[config.mk]
export PLATFORM = sky130hd
export DESIGN_NAME = prog_fetch_router
export DESIGN_NICKNAME = d
export VERILOG_FILES = /design/src/rtl/pfr_pkg.sv /design/src/rtl/pfr_rst_sync.sv /design/src/rtl/pfr_region_dec.sv /design/src/rtl/pfr_wait_seq.sv /design/src/rtl/prog_fetch_router.sv
export SDC_FILE = /design/constraint.sdc
export NUM_CORES = 1
export LEC_CHECK = 0
export BUFFER_PORTS_ARGS = -buffer_cell sky130_fd_sc_hd__buf_4
export CAP_MARGIN = 20
export CORE_MARGIN = 4
export CORE_UTILIZATION = 49
export DETAILED_ROUTE_END_ITERATION = 8
export GPL_TIMING_DRIVEN = 0
export PLACE_DENSITY = 0.81
export SLEW_MARGIN = 20
export SYNTH_ARGS = -nofsm -noshare
export SYNTH_HDL_FRONTEND = slang
export SYNTH_SLANG_ARGS = --single-unit
[constraint.sdc]
create_clock -name clk -period 3.3 [get_ports clk]
set_input_delay 0.33 -clock clk [delete_from_list [all_inputs] [get_ports clk]]
set_output_delay 0.33 -clock clk [all_outputs]
set_load 0.005 [all_outputs]
[src/rtl/pfr_pkg.sv]
package pfr_pkg;
  typedef enum logic [1:0] {
    RG_ROM = 2'd0,
    RG_RAM = 2'd1,
    RG_EXT = 2'd2
  } region_t;
endpackage

[src/rtl/pfr_rst_sync.sv]
module pfr_rst_sync #(
  parameter int STAGES = 2
) (
  input  logic clk,
  input  logic rst_n,
  output logic srst_n_o
);
  logic [STAGES-1:0] sync_q;

  always_ff @(posedge clk or negedge rst_n) begin
    if (!rst_n) sync_q <= '0;
    else        sync_q <= {sync_q[STAGES-2:0], 1'b1};
  end

  assign srst_n_o = sync_q[STAGES-1];
endmodule

[src/rtl/pfr_region_dec.sv]
module pfr_region_dec
  import pfr_pkg::*;
#(
  parameter int AW       = 16,
  parameter int CW       = 3,
  parameter int BASE_LOG = 7
) (
  input  logic [AW-1:0] addr_i,
  input  logic [CW-1:0] rom_code_i,
  input  logic          rom_off_i,
  input  logic [CW-1:0] ram_code_i,
  input  logic          ram_off_i,
  output region_t       region_o
);
  localparam int SW = AW + 1;

  logic [SW-1:0] rom_size, ram_size, ram_base, addr_x;
  logic rom_present, ram_present, rom_hit, ram_hit;

  always_comb begin
    rom_size    = SW'(1) << (int'(rom_code_i) + BASE_LOG);
    ram_size    = SW'(1) << (int'(ram_code_i) + BASE_LOG);
    ram_base    = (SW'(1) << AW) - ram_size;
    addr_x      = {1'b0, addr_i};
    rom_present = !(rom_off_i && (rom_code_i == '0));
    ram_present = !(ram_off_i && (ram_code_i == '0));
    rom_hit     = rom_present && (addr_x < rom_size);
    ram_hit     = ram_present && (addr_x >= ram_base);
    // ROM wins when both regions claim an address
    if (rom_hit)      region_o = RG_ROM;
    else if (ram_hit) region_o = RG_RAM;
    else              region_o = RG_EXT;
  end
endmodule

[src/rtl/pfr_wait_seq.sv]
module pfr_wait_seq #(
  parameter int WW = 3
) (
  input  logic          clk,
  input  logic          rst_n,
  input  logic          start_i,
  input  logic [WW-1:0] wait_i,
  input  logic          ready_i,
  output logic          busy_o,
  output logic          fin_o
);
  logic          busy_q, busy_d;
  logic [WW-1:0] cnt_q, cnt_d;
  logic          en;

  always_comb begin
    busy_d = busy_q;
    cnt_d  = cnt_q;
    en     = 1'b0;
    if (!busy_q) begin
      if (start_i) begin
        busy_d = 1'b1;
        cnt_d  = wait_i;
        en     = 1'b1;
      end
    end else if (cnt_q != '0) begin
      cnt_d = cnt_q - 1'b1;
      en    = 1'b1;
    end else if (ready_i) begin
      busy_d = 1'b0;
      en     = 1'b1;
    end
  end

  always_ff @(posedge clk or negedge rst_n) begin
    if (!rst_n) begin
      busy_q <= 1'b0;
      cnt_q  <= '0;
    end else if (en) begin
      busy_q <= busy_d;
      cnt_q  <= cnt_d;
    end
  end

  assign busy_o = busy_q;
  assign fin_o  = busy_q && (cnt_q == '0) && ready_i;
endmodule

[src/rtl/prog_fetch_router.sv]
module prog_fetch_router
  import pfr_pkg::*;
#(
  parameter int AW       = 16,
  parameter int DW       = 8,
  parameter int CW       = 3,
  parameter int WW       = 3,
  parameter int BASE_LOG = 7,
  parameter int SYNC_STG = 2
) (
  input  logic          clk,
  input  logic          rst_n,
  input  logic          req_i,
  input  logic          we_i,
  input  logic [AW-1:0] addr_i,
  input  logic [DW-1:0] wdata_i,
  input  logic [CW-1:0] rom_code_i,
  input  logic          rom_off_i,
  input  logic [CW-1:0] ram_code_i,
  input  logic          ram_off_i,
  input  logic [WW-1:0] wait_i,
  input  logic          ready_i,
  input  logic [DW-1:0] rom_rdata_i,
  input  logic [DW-1:0] ram_rdata_i,
  input  logic [DW-1:0] ext_rdata_i,
  output logic [AW-1:0] mem_addr_o,
  output logic [DW-1:0] wdata_o,
  output logic [DW-1:0] rdata_o,
  output logic          done_o,
  output logic          ram_we_o,
  output logic          ext_rd_o,
  output logic          ext_wr_o
);
  logic          srst_n;
  region_t       region;
  logic          busy, fin, accept, accept_ext;
  logic [AW-1:0] lat_addr_q;
  logic [DW-1:0] lat_wdata_q;
  logic          lat_we_q;

  pfr_rst_sync #(.STAGES(SYNC_STG)) u_rst (
    .clk      (clk),
    .rst_n    (rst_n),
    .srst_n_o (srst_n)
  );

  pfr_region_dec #(.AW(AW), .CW(CW), .BASE_LOG(BASE_LOG)) u_dec (
    .addr_i     (addr_i),
    .rom_code_i (rom_code_i),
    .rom_off_i  (rom_off_i),
    .ram_code_i (ram_code_i),
    .ram_off_i  (ram_off_i),
    .region_o   (region)
  );

  assign accept     = req_i && !busy && srst_n;
  assign accept_ext = accept && (region == RG_EXT);

  pfr_wait_seq #(.WW(WW)) u_wait (
    .clk     (clk),
    .rst_n   (srst_n),
    .start_i (accept_ext),
    .wait_i  (wait_i),
    .ready_i (ready_i),
    .busy_o  (busy),
    .fin_o   (fin)
  );

  // capture of the off-chip access, enabled only on acceptance
  always_ff @(posedge clk or negedge srst_n) begin
    if (!srst_n) begin
      lat_addr_q  <= '0;
      lat_wdata_q <= '0;
      lat_we_q    <= 1'b0;
    end else if (accept_ext) begin
      lat_addr_q  <= addr_i;
      lat_wdata_q <= wdata_i;
      lat_we_q    <= we_i;
    end
  end

  always_comb begin
    mem_addr_o = busy ? lat_addr_q  : addr_i;
    wdata_o    = busy ? lat_wdata_q : wdata_i;
    ext_rd_o   = busy && !lat_we_q;
    ext_wr_o   = busy &&  lat_we_q;
    ram_we_o   = accept && we_i && (region == RG_RAM);
    done_o     = fin || (accept && (region != RG_EXT));
    if (busy) rdata_o = ext_rdata_i;
    else begin
      unique case (region)
        RG_ROM:  rdata_o = rom_rdata_i;
        RG_RAM:  rdata_o = ram_rdata_i;
        default: rdata_o = '0;
      endcase
    end
  end
endmodule

* Word level (Yosys, flattened, before mapping)
Index checks and enable logic that the tools add are counted.
Storage, ports and cells: register bits 31, bits of input ports 64, output and inout bits 36, word-level logic and storage cells 60
Operators by class: add/sub/neg operators 4, order comparisons 2, equality and inequality tests 4, shift-type cells 2, muxes and demuxes 16, reduce and logical (&&, ||, !) cells 26
Operators with widths (count):
- $shl A1 B32 Y17 const A | 2
- $ge A16 B17 Y1 | 1
- $lt A16 B17 Y1 | 1
- $sub A17 B17 Y17 const A | 1
- $mux W16 | 1
- $mux W8 | 2
- $pmux W8 S2 | 1
- $logic_and A1 B1 Y1 | 14
- $logic_not A3 Y1 | 3
- $mux W3 | 3
- $add A3 B3 Y4 const B | 2
- $mux W1 | 7
- $logic_not A1 Y1 | 4
- $mux W2 | 2
- $ne A2 B2 Y1 const B | 2
- $reduce_and A3 Y1 | 1
- $reduce_bool A3 Y1 | 1
- $sub A3 B1 Y3 const B | 1
- $eq A2 B1 Y1 const B | 1
- $eq A2 B2 Y1 const B | 1
- $logic_not A2 Y1 | 1
- $reduce_bool A2 Y1 | 1
- $logic_or A1 B1 Y1 | 1

* Depth between registers and ports, before layout
Gate-level depths: netlist of the first run.
depth after elaboration 12, gate-level depth with buffers 11, depth with buffers taken out 10

* By module
From an unflattened synthesis of the first run, not the netlist that was laid out.
Second synthesis, totals: cells, all modules 263, area, all modules 2812.7 um2
Modules (own cells, without submodules):
- prog_fetch_router | times used 1, cells an instance 116, area an instance 1567.8 um2, sequential area each 625.6 um2
- pfr_region_dec | times used 1, cells an instance 116, area an instance 932.1 um2, sequential area each 0.0 um2
- pfr_wait_seq | times used 1, cells an instance 28, area an instance 259.0 um2, sequential area each 100.1 um2
- pfr_rst_sync | times used 1, cells an instance 3, area an instance 53.8 um2, sequential area each 50.0 um2

* Worst setup path before layout of the first run
OpenSTA, ideal clock, no wires.
kind input to register, start input rom_code_i[1], end register lat_addr_q[10], library setup time 0.125 ns, arrival time 2.869 ns, required time 3.175 ns, path slack 0.306 ns, cell stages on the path 11, path buffers 1, cells stage by stage nor2_1 > ha_1 > or3b_2 > ha_1 > o21a_1 > o2111ai_1 > a31o_2 > a21o_1 > nor2_4 > buf_6 > mux2_4
On the way: word-level cells in the longest chain between the ends 7, elaborated cells between the ends (all ways) 10, those cells by class add/sub (1); order compare (1); eq/ne (1); shift (1); mux (1); reduce/logical (5)
RTL lines:
- start: declaration | line prog_fetch_router.sv:17 | input logic [CW-1:0] rom_code_i,
- $add A3 B3 Y4 or $logic_not A3 Y1 (tied branches) | line pfr_region_dec.sv:21, pfr_region_dec.sv:25
- $shl A1 B32 Y17 or $logic_and A1 B1 Y1 (tied branches) | line pfr_region_dec.sv:21, pfr_region_dec.sv:25
- $lt A16 B17 Y1 or $logic_not A1 Y1 (tied branches) | line pfr_region_dec.sv:27, pfr_region_dec.sv:25
- $logic_and A1 B1 Y1 * | line pfr_region_dec.sv:27 | rom_hit = rom_present && (addr_x < rom_size);
- $mux W2 * | line pfr_region_dec.sv:30 | if (rom_hit) region_o = RG_ROM;
- $eq A2 B2 Y1 * | line prog_fetch_router.sv:57 | assign accept_ext = accept && (region == RG_EXT);
- $logic_and A1 B1 Y1 * | line prog_fetch_router.sv:57
- end signal: assignment | line prog_fetch_router.sv:76 | lat_addr_q <= addr_i;
- end: declaration | line prog_fetch_router.sv:37 | logic [AW-1:0] lat_addr_q;
Every way passes the cells marked *; elsewhere a longest branch is shown, timed or not. A chain may end at the register's enable or synchronous reset.

* Worst setup path after layout of the first run
start input rom_code_i[1], end output rdata_o[2]
On the way: word-level cells in the longest chain between the ends 8, elaborated cells between the ends (all ways) 12, those cells by class add/sub (1); order compare (1); eq/ne (1); shift (1); mux (3); reduce/logical (5)
RTL lines:
- $add A3 B3 Y4 or $logic_not A3 Y1 (tied branches) | line pfr_region_dec.sv:21, pfr_region_dec.sv:25
- $shl A1 B32 Y17 or $logic_and A1 B1 Y1 (tied branches) | line pfr_region_dec.sv:21, pfr_region_dec.sv:25
- $lt A16 B17 Y1 or $logic_not A1 Y1 (tied branches) | line pfr_region_dec.sv:27, pfr_region_dec.sv:25
- $logic_and A1 B1 Y1 * | line pfr_region_dec.sv:27
- $mux W2 * | line pfr_region_dec.sv:30
- $eq A2 B1 Y1 or $logic_not A2 Y1 (tied branches) | line prog_fetch_router.sv:91 | unique case (region)
- $pmux W8 S2 * | line prog_fetch_router.sv:91
- $mux W8 * | line prog_fetch_router.sv:89 | if (busy) rdata_o = ext_rdata_i;
- end: declaration | line prog_fetch_router.sv:28 | output logic [DW-1:0] rdata_o,
Marks and branches as above.

==> results of run 1 <==
per-layer routing:
layer  part of all wire  wire [um]  vias to the layer above
li1                   -          -                     1094
met1               0.44       2819                     1069
met2               0.50       3264                       49
met3              0.041        265                       10
met4              0.019        120                        0
met5                  0          0                        -
flip-flops by register name, indices dropped and copies added (netlist names):
signal / count
u_wait.cnt_q: 3
u_rst.sync_q: 2
u_wait.busy_o: 1
lat_we_q: 1
lat_wdata_q: 8
lat_addr_q: 16
cells by family (layout without fill, tap and decap cells):
logic type	Yosys count	after routing	share of synthesized area
AO/OA/AOI/OAI	38	38	0.1130
flip-flops	31	31	0.3141
AND/OR/NAND/NOR	75	75	0.1555
adder cells (fa/ha/maj)	26	26	0.1317
multiplexers	49	49	0.2508
buffers and inverters	17	123	0.03192
other	2	7	0.003041
through the flow:
step / setup TNS, ns / utilization / instances
after CTS: 0 / 0.7112 / 416
after detailed placement: -3.871 / 0.6886 / 409
after global routing: 0 / 0.7140 / 416
final: 0 / 0.7140 / 416
after floorplan: 0 / - / 243
after global placement: -1.534 / 0.6883 / 409
synthesized netlist by cell type, types with 2 or more instances:
| cell | count |
|---|---|
| sky130_fd_sc_hd__a21o_1 | 4 |
| sky130_fd_sc_hd__and2_1 | 3 |
| sky130_fd_sc_hd__nand3b_1 | 4 |
| sky130_fd_sc_hd__inv_1 | 6 |
| sky130_fd_sc_hd__buf_6 | 2 |
| sky130_fd_sc_hd__nor4_1 | 2 |
| sky130_fd_sc_hd__nor3_1 | 2 |
| sky130_fd_sc_hd__o32a_1 | 2 |
| sky130_fd_sc_hd__o21ai_0 | 4 |
| sky130_fd_sc_hd__dfrtp_1 | 31 |
| sky130_fd_sc_hd__a21oi_1 | 7 |
| sky130_fd_sc_hd__mux2_4 | 18 |
| sky130_fd_sc_hd__nand2_1 | 27 |
| sky130_fd_sc_hd__o21a_1 | 3 |
| sky130_fd_sc_hd__conb_1 | 2 |
| sky130_fd_sc_hd__and3_1 | 2 |
| sky130_fd_sc_hd__nor2_1 | 8 |
| sky130_fd_sc_hd__ha_1 | 26 |
| sky130_fd_sc_hd__nand3_1 | 15 |
| sky130_fd_sc_hd__o211ai_1 | 9 |
| sky130_fd_sc_hd__mux2_2 | 31 |
| sky130_fd_sc_hd__clkbuf_1 | 7 |
| sky130_fd_sc_hd__buf_1 | 2 |
| sky130_fd_sc_hd__or3b_2 | 2 |
power by group:
part / internal, W / switching (W)
sequential: 0.000560 / 0.0000995
combinational: 0.000785 / 0.000523
clock: 0.000221 / 0.000143
total: 0.00157 / 0.000766
critical path, cell delays in order:
cell and delay, ns:
sky130_fd_sc_hd__buf_4 0.14, sky130_fd_sc_hd__nor2_2 0.16, sky130_fd_sc_hd__ha_1 0.31, sky130_fd_sc_hd__or3b_2 0.47, sky130_fd_sc_hd__ha_1 0.30, sky130_fd_sc_hd__o21a_1 0.13, sky130_fd_sc_hd__o2111ai_1 0.10, sky130_fd_sc_hd__a31o_2 0.26
sky130_fd_sc_hd__nand2_1 0.08, sky130_fd_sc_hd__nand2_2 0.14, sky130_fd_sc_hd__o211ai_1 0.24, sky130_fd_sc_hd__buf_4 0.14
final timing paths:
path	startpoint	endpoint	slack [ns]	cells past startpoint
setup / recovery	rom_code_i[1]	rdata_o[2]	0.17	12
min in group asynchronous	u_rst.sync_q[1]	lat_addr_q[13]	0.30	0
max in group asynchronous	u_rst.sync_q[1]	lat_wdata_q[7]	2.56	0
hold / removal	wdata_i[0]	lat_wdata_q[0]	0.28	2
setup reg to reg	u_rst.sync_q[1]	lat_wdata_q[3]	0.96	5
hold reg to reg	u_rst.sync_q[1]	lat_addr_q[13]	0.30	0
cell type report:
type / count / area (um^2)
multi-input combinational: 195 / 1648
fill: 400 / 1378
sequential: 31 / 777.0
timing repair buffer: 100 / 753.2
tap: 67 / 83.83
clock buffer: 6 / 72.57
buffer: 10 / 52.55
clock inverter: 1 / 30.03
inverter: 6 / 22.52
what timing repair did:
item,in CTS,in global routing
resized for setup,0,5
endpoints found under the hold margin,2,0
setup endpoints to repair,9,21
hold buffers,1,0
setup buffers,0,0
==> results, run 1 <==
- At the end of routability-driven placement, the weighted congestion stood at 0.8422.
- For this block, the initial DRC count from the detailed router was 70.
- The detailed-routing iteration count for the pre-antenna-repair pass is 4.
- After routing the design area is between 3000 and 4000 um^2.
- For this run, the total global-route usage over all layers was measured as 0.2140.
- Of all cell types, the one taking the most synthesized area is sky130_fd_sc_hd__dfrtp_1.
- The maximum fanout count along the critical path is 9.
- The count of buffers added on input and output ports is just under 100.
- The async set-or-reset flop fraction in the synthesized netlist is 1.000.
- Once detail routing completed, the nets flagged for antenna violations numbered 0.
- The clock-pin transition on the worst setup and hold timing paths is 0.06 ns.
- The floorplan row count is 25.
- The floorplan step defined a die boundary enclosing 6240 um^2.
- The count of flip-flops with a built-in enable after synthesis is 0.
- Leaving out fill and tap cells, the most frequent cells in the layout are sky130_fd_sc_hd__buf_4 (99), sky130_fd_sc_hd__mux2_2 (31), sky130_fd_sc_hd__dfrtp_1 (30).
- The met1 capacity usage during global routing is 0.2749.
- The share of synthesized area occupied by flip-flops and latches is 0.3141.
- The flip-flop cell with the highest count after synthesis is sky130_fd_sc_hd__dfrtp_1.
- The standby leakage power is 1.643 nW.
- After detailed routing, the total wire length is 6470 um.
- The critical path is of the in -> out type.
- The minimum setup slack in the final design is 0.1670 ns.
- The clock period minus worst slack is approximately 3.1 ns.
- The design draws roughly 0.0023 W.
- Synthesis handed over a netlist of 238 instances.
- The arrival time of data at the critical path endpoint is 2.80 ns.
- The average size of a mapped cell is 10.38 um^2.
- The number of setup violations in the final report is 0.
- The met2 global-route usage is 0.3594.
- The initial core utilization is 0.5127.
- The floorplan step defined a core boundary enclosing 4817 um^2.
- The class of the tightest hold or removal check is in -> reg.
- Dividing the detail-routed wire length by the instance count gives around 16 um.
- The worst hold-check slack is 0.2806 ns.
- The largest buffer count on any clock path is 2.
- Derived from the worst setup path, the maximum achievable clock frequency is 319.2 MHz.
- The synthesized netlist occupies a cell area of 2470 um^2.
- Headroom to the max-slew limit came out at 0.5502.
- Clock latency on the worst-skew pair, taken at its later pin, is 0.29 ns.
- The number of different library cells used by synthesis comes to 43.
- The worst clock skew is about 0.0055 ns.
- The initial antenna violation count is 0.
- STA classifies the critical path startpoint as an input port.
- Prior to clock tree synthesis, the placed netlist has a worst setup slack of -0.1858 ns.
- During synthesis, Yosys emitted a total of 0 warnings.
- In this run, synthesis produced a sequential element count of 31.
- Setup repair after global routing left no endpoint under its margin.
- The vertical extent of the die is 79.00 um.
- In the final layout, the share of cells above drive strength 1 is 0.4842.
- By area the synthesized netlist is led by sky130_fd_sc_hd__dfrtp_1 (31%), sky130_fd_sc_hd__mux2_2 (14%), sky130_fd_sc_hd__ha_1 (13%).
- TritonCTS created 5 clock buffers.
- The level count of the clock H-tree is 2.
- The clock root buffer is sky130_fd_sc_hd__clkbuf_8.
- The final max-slew violation count came to 0.
- Summing over every cut layer, the via total after detailed routing is 2222.
- The kind of capture point of the worst setup path is an output pin.
- The flow ran to the end, and the final reports show no timing, DRC or antenna violations.
- At the end of the flow, the number of nets in the layout was roughly 440.
- Of the post-synthesis cell area, the dominant cell type holds 0.3141.
- The library cell used most frequently in the layout, excluding fill and tap cells, is sky130_fd_sc_hd__buf_4.
- After detailed placement, the total cell area comes to 3317 um^2.
- The data required time of the worst path is 2.97 ns.
- The number of global-route vias before repair was 2200.
- Dividing the final minimum period by the clock period gives 0.9494.
- The final-report hold violation count came to 0.
- After legalization and detailed placement, the total HPWL measured about 5200 um.
- The met3 capacity usage during global routing is 0.04082.
- The first global-routing pass estimated around 11000 um of wire.
- TritonCTS built the clock tree.
- At the pin with the least slew margin, the transition time is 0.6747 ns.
- The power density relative to cell area is 678.0 nW/um^2.
- Entering global routing, the biggest net connects 31 pins.
- The number of top-level pins is 100.
- In this run the most used layer during global routing was met2.
- Across the run, the number of max-cap violations was 0.
- Compared with the post-synthesis result, the final layout area differs by 39.26%.
- The peak ir drop on the vdd network is 0.5234 mV.
- In the routed design, unresolved DRC markers number 0.
- In the routed layout, each cell is associated on average with a via count of around 5.3.
- Clock tree synthesis found a total of 31 sinks.
- From left edge to right edge, the die measures roughly 79 um.
- The final global-route overflow total is 0.
- The number of antenna diodes in the final layout is 0.
Power figures use the tool's default switching activity.
==> run 2: changes to the inputs <==
--- a/config.mk
+++ b/config.mk
@@ -5,14 +5,16 @@
 export SDC_FILE = /design/constraint.sdc
 export NUM_CORES = 1
 export LEC_CHECK = 0
+export ABC_AREA = 1
 export BUFFER_PORTS_ARGS = -buffer_cell sky130_fd_sc_hd__buf_4
 export CAP_MARGIN = 20
 export CORE_MARGIN = 4
-export CORE_UTILIZATION = 49
+export CORE_UTILIZATION = 51
 export DETAILED_ROUTE_END_ITERATION = 8
 export GPL_TIMING_DRIVEN = 0
 export PLACE_DENSITY = 0.81
 export SLEW_MARGIN = 20
 export SYNTH_ARGS = -nofsm -noshare
 export SYNTH_HDL_FRONTEND = slang
+export SYNTH_HIERARCHICAL = 1
 export SYNTH_SLANG_ARGS = --single-unit
==> results, run 2 <==
- The run finished with clean final reports.
- The capture instance of the worst register-to-register path is u_wait/cnt_q[1].
- The met2 wire length is 4256 um (+30%).
- The async set-or-reset flop fraction in the synthesized netlist is 1.000 (unchanged).
- The share of the clock period used by the worst path after layout is 0.9444 (-0.004994).
- The number of global-route vias before repair is 3066 (+39%).
- The most critical setup path has its endpoint at rdata_o[0].
- The peak ir drop on the vdd network is 0.2843 mV (-46%).
- The number of routed nets with antenna violations came to 0 (unchanged).
- The share of synthesized area occupied by flip-flops and latches was 0.2682 (-0.04592).
- By count the netlist is led by sky130_fd_sc_hd__nand2_1 (221), sky130_fd_sc_hd__nand3_1 (48), sky130_fd_sc_hd__ha_1 (34), sky130_fd_sc_hd__inv_1 (34), sky130_fd_sc_hd__dfrtp_1 (31).
- The final global-route overflow total was 0 (unchanged).
- The largest registers in the layout are lat_addr_q (16), lat_wdata_q (8), u_wait/cnt_q (3).
- The post-detailed-placement cell area is 3761 um^2 (+13%).
- The core region area came to 5507 um^2 (+14%).
- The number of top-level pins came to 100 (unchanged).
- The first-pass GRT wire length is 13810 um (+31%).
- The number of setup violations in the final report is 0 (unchanged).
- The number of warnings reported in the yosys synthesis log came to 6 (+6).
- The worst setup path is launched from an input port.
- The initial core utilization is 0.5253 (+0.01261).
- The standby leakage power is 2.334 nW (+42%).
- Tracing the worst setup path back leads to its startpoint at rom_code_i[0].
- The maximum number of pins on one net before global-route repair is 31 (unchanged).
- The overall die width is 83.32 um (+5.5%).
- The library cells used most frequently in the layout, excluding fill and tap cells, are sky130_fd_sc_hd__nand2_1 (221), sky130_fd_sc_hd__buf_4 (102), sky130_fd_sc_hd__nand3_1 (48).
- The diode insertion count for antenna repair is 0 (unchanged).
- The final-report hold violation count was 0 (unchanged).
- The library cell used most frequently in the layout, excluding fill and tap cells, is sky130_fd_sc_hd__nand2_1.
- The worst clock skew is 0.003773 ns (-0.001753 ns).
- The delay of the slowest cell on the worst path is 0.30 ns (-0.17 ns).
- The most numerous cell in the Yosys netlist is sky130_fd_sc_hd__nand2_1.
- The summed instance area of the synthesized netlist is 2893 um^2 (+17%).
- The cell type with the largest total area after synthesis is sky130_fd_sc_hd__nand2_1.
- After synthesis, the cell types taking the most area are sky130_fd_sc_hd__nand2_1 (29%), sky130_fd_sc_hd__dfrtp_1 (27%), sky130_fd_sc_hd__ha_1 (15%).
- The share of cells above drive strength 1 came to 0.2452 (-0.2391).
- The worst hold-check slack was 0.2905 ns (+0.009901 ns).
- The switching power share of the total is 0.4135 (+0.08501).
- The max-cap violation count is 0 (unchanged).
- The largest buffer count on any clock path was 2 (unchanged).
- The switching power total is 0.0009710 W (+27%).
- The total number of nets in the final design is 668 (+52%).
- The worst reg-to-reg path cell count was 10 (+5).
- The clock latency on the worst-skew pair is 0.29 ns (about the same).
- The final max-slew violation count is 0 (unchanged).
- The internal power contribution is 0.001378 W (-12%).
- The post-detailed-route via-to-cell ratio is 5.103 (-4.5%).
- The detailed-routing iteration count for the pre-antenna-repair pass was 5 (+1).
- The sink count of the clock tree came to 31 (unchanged).
- The DRC violation count after routing is 0 (unchanged).
- The share of the core filled with cells in the final layout is 0.7153 (+0.001266).
- The register with the most flip-flops is lat_addr_q.
- TritonCTS built the clock tree.
- The portion of total power attributed to sequential cells is 0.278 (-0.005).
- The half-perimeter wire length after placement is 6591 um (+27%).
- The data required time of the worst path is 2.97 ns (about the same).
- The cell depth of the worst setup path was 19 (+7).
- The combinational power share was 0.553 (-0.008).
- The floorplan row count came to 27 (+8.0%).
- The tree is rooted in a sky130_fd_sc_hd__clkbuf_8.
- The flip-flop cell with the highest count after synthesis is sky130_fd_sc_hd__dfrtp_1.
- The minimum setup slack in the final design is 0.1835 ns (+0.01648 ns).
- The startpoint identified for the worst register-to-register timing path is u_rst/sync_q[1].
- The amount of wire on met3 after detailed routing is 601 um (+130%).
- The arrival time of data at the critical path endpoint is 2.79 ns (about the same).
- The overall global routing resource usage is 0.2405 (+0.02655).
- The highest clock rate is 320.9 MHz (+0.53%).
- Compared with the post-synthesis result, the final layout area differs by 36.16%.
- The number of clock buffers inserted by TritonCTS came to 5 (unchanged).
- The maximum fanout count along the critical path is 10 (+1).
- Walking the worst path, the cells encountered are buf_4 > nor2_4 > ha_4 > inv_1 > nand3_1 > ha_1 > a21oi_1 > nor2_1 > nor2_1 > nand2_1 > a21oi_4 > nor2_4 > buf_4 > nor2_4 > nand2_1 > nand2_1 > nand2_1 > nand2_1 > buf_4.
- For this design, the slowest cell found on the critical path is sky130_fd_sc_hd__ha_1.
- The clock-pin transition on the worst setup and hold timing paths is 0.07 ns (about the same).
- The kind of capture point of the worst setup path is an output pin.
- The count of cell types in the netlist came to 32 (-26%).
- The clock period minus worst slack is 3.117 ns (-0.01648 ns).
- The number of I/O port buffers is 99 (unchanged).
- The relative slew slack is 0.5556 (+0.005337).
- The average size of a mapped cell is 6.372 um^2 (-39%).
- The final standard cell count with taps included and fillers excluded came to 643 (+55%).
- The placer's final routability congestion estimate is 0.8710 (+3.4%).
- The routed wire length is 8446 um (+31%).
- The count of flip-flops with a built-in enable after synthesis came to 0 (unchanged).
- Grouping stages by cell kind, the critical path spends the most delay in simple AND/OR/NAND/NOR gates.
- The detailed-route via count is 3281 (+48%).
- In this design, the critical path's most frequently occurring cell is sky130_fd_sc_hd__nand2_1.
- The vertical extent of the die is 83.32 um (+5.5%).
- The level count of the clock H-tree is 2 (unchanged).
- The flop and latch count out of synthesis is 31 (unchanged).
- The number of buffers and inverters on the critical path is 4 (+2).
- The initial antenna violation count is 0 (unchanged).
- The number of flip-flops under the largest register name is 16 (unchanged).
- The worst slack at placement is -0.08159 ns (+0.1043 ns).
- The worst setup path is of the in -> out kind.
- The measured slew at the worst slew-check pin is 0.6666 ns (-0.008006 ns).
- The class of the tightest hold or removal check is in -> reg.
- The top-area cell type share of the netlist area came to 0.2868 (-0.02732).
- The area of the die came to 6941 um^2 (+11%).
- The per-cell routed wire length came to 13.14 um (-16%).
- The iteration-0 DRC count of the detailed router is 199 (+180%).
- The power density relative to cell area is 596.3 nW/um^2 (-12%).
- The reg-to-reg setup timing slack is 1.27 ns (+0.31 ns).
- The count of placed standard cells including taps is 634 (+55%).
- The area of all placed cells without fillers was 3939 um^2 (+15%).
- After detailed routing, no signal wire sits above met4.
- The instance count of the mapped netlist is 454 (+91%).
- The routed metal-1 wire length is 3425 um (+21%).
- The clock share of power came to 0.169 (+0.013).
==> run 2: cell types whose count changed after synthesis, sizes merged, moves of 7 or more <==
cell and delta:
buf +9, inv +32, o211ai -10, ha +8
nand2 +197, a21oi +7, nor2 +17, mux2 -49
nand3 +34
==> run 2: power by group through the flow <==
stage	sequential (W)	clock, W	combinational [W]
finish	0.000653	0.000397	0.00130
global route	0.000675	0.000422	0.00146
CTS	0.000653	0.000399	0.00129
detailed placement	0.000657	0	0.00128
global placement	0.000650	0	0.00124
floorplan	0.000631	0	0.000725
==> run 2: timing repair <==
action | 4_1_cts | 5_1_grt
hold buffers | 1 | 0
setup buffers | 0 | 0
gates cloned | 0 | 0
pin swaps | 0 | 1
setup endpoints to repair | 8 | 10
hold endpoints to repair | 2 | 0
gates resized for setup | 1 | 9
==> run 2: final cells by class <==
type	instances	area, um^2
flip-flops and latches	31	777.0
multi-input cells	378	1962
clock inverters	2	35.03
fillers	500	1568
inverters	38	145.1
well taps	72	90.09
repair buffers	100	753.2
clock buffers	6	82.58
plain buffers	16	93.84
==> run 2: worst min path at each step <==
stage | startpoint | endpoint | cells after the start
2_1_floorplan | rst_n | u_rst/sync_q[0] | 0
3_3_place_gp | rst_n | u_rst/sync_q[1] | 1
3_5_place_dp | rst_n | u_rst/sync_q[0] | 1
4_1_cts | wdata_i[7] | lat_wdata_q[7] | 3
5_1_grt | wdata_i[0] | lat_wdata_q[0] | 3
6_report | wdata_i[3] | lat_wdata_q[3] | 3
==> run 2: worst register-to-register path: stages (launching register included) <==
cell and delay [ns]:
sky130_fd_sc_hd__dfrtp_2 0.80, sky130_fd_sc_hd__nand2_1 0.26, sky130_fd_sc_hd__nor2_8 0.21, sky130_fd_sc_hd__nand2_4 0.11
sky130_fd_sc_hd__buf_6 0.16, sky130_fd_sc_hd__inv_2 0.05, sky130_fd_sc_hd__nor2_2 0.04, sky130_fd_sc_hd__inv_1 0.07
sky130_fd_sc_hd__nand2_2 0.08, sky130_fd_sc_hd__nand2_1 0.06, sky130_fd_sc_hd__o21ai_1 0.06
==> run 2: layer usage <==
layer,global-route usage,vias up
li1,-,1656
met1,0.2923,1495
met2,0.4257,115
met3,0.05060,15
met4,0.06984,0
met5,0,-
==> run 2: kinds of logic (layout without fill, tap and decap cells) <==
| group | count (synthesis) | after routing | synth area share |
|---|---|---|---|
| other | 3 | 12 | 0.003892 |
| xor gates and xnor gates | 1 | 1 | 0.003028 |
| adders and majority gates | 34 | 34 | 0.1471 |
| AOI/OAI and AO/OA | 26 | 26 | 0.05363 |
| buffers and inverters | 54 | 162 | 0.08088 |
| and+or+nand+nor | 305 | 305 | 0.4433 |
| DFF | 31 | 31 | 0.2682 |
==> run 2: metrics by stage <==
step                       TNS [ns]  power (W)
after floorplan                   0   0.001357
after detailed placement    -0.4380   0.001937
after global placement     -0.02629   0.001888
after global routing      -0.009344   0.002555
final                             0   0.002349
after CTS                         0   0.002343
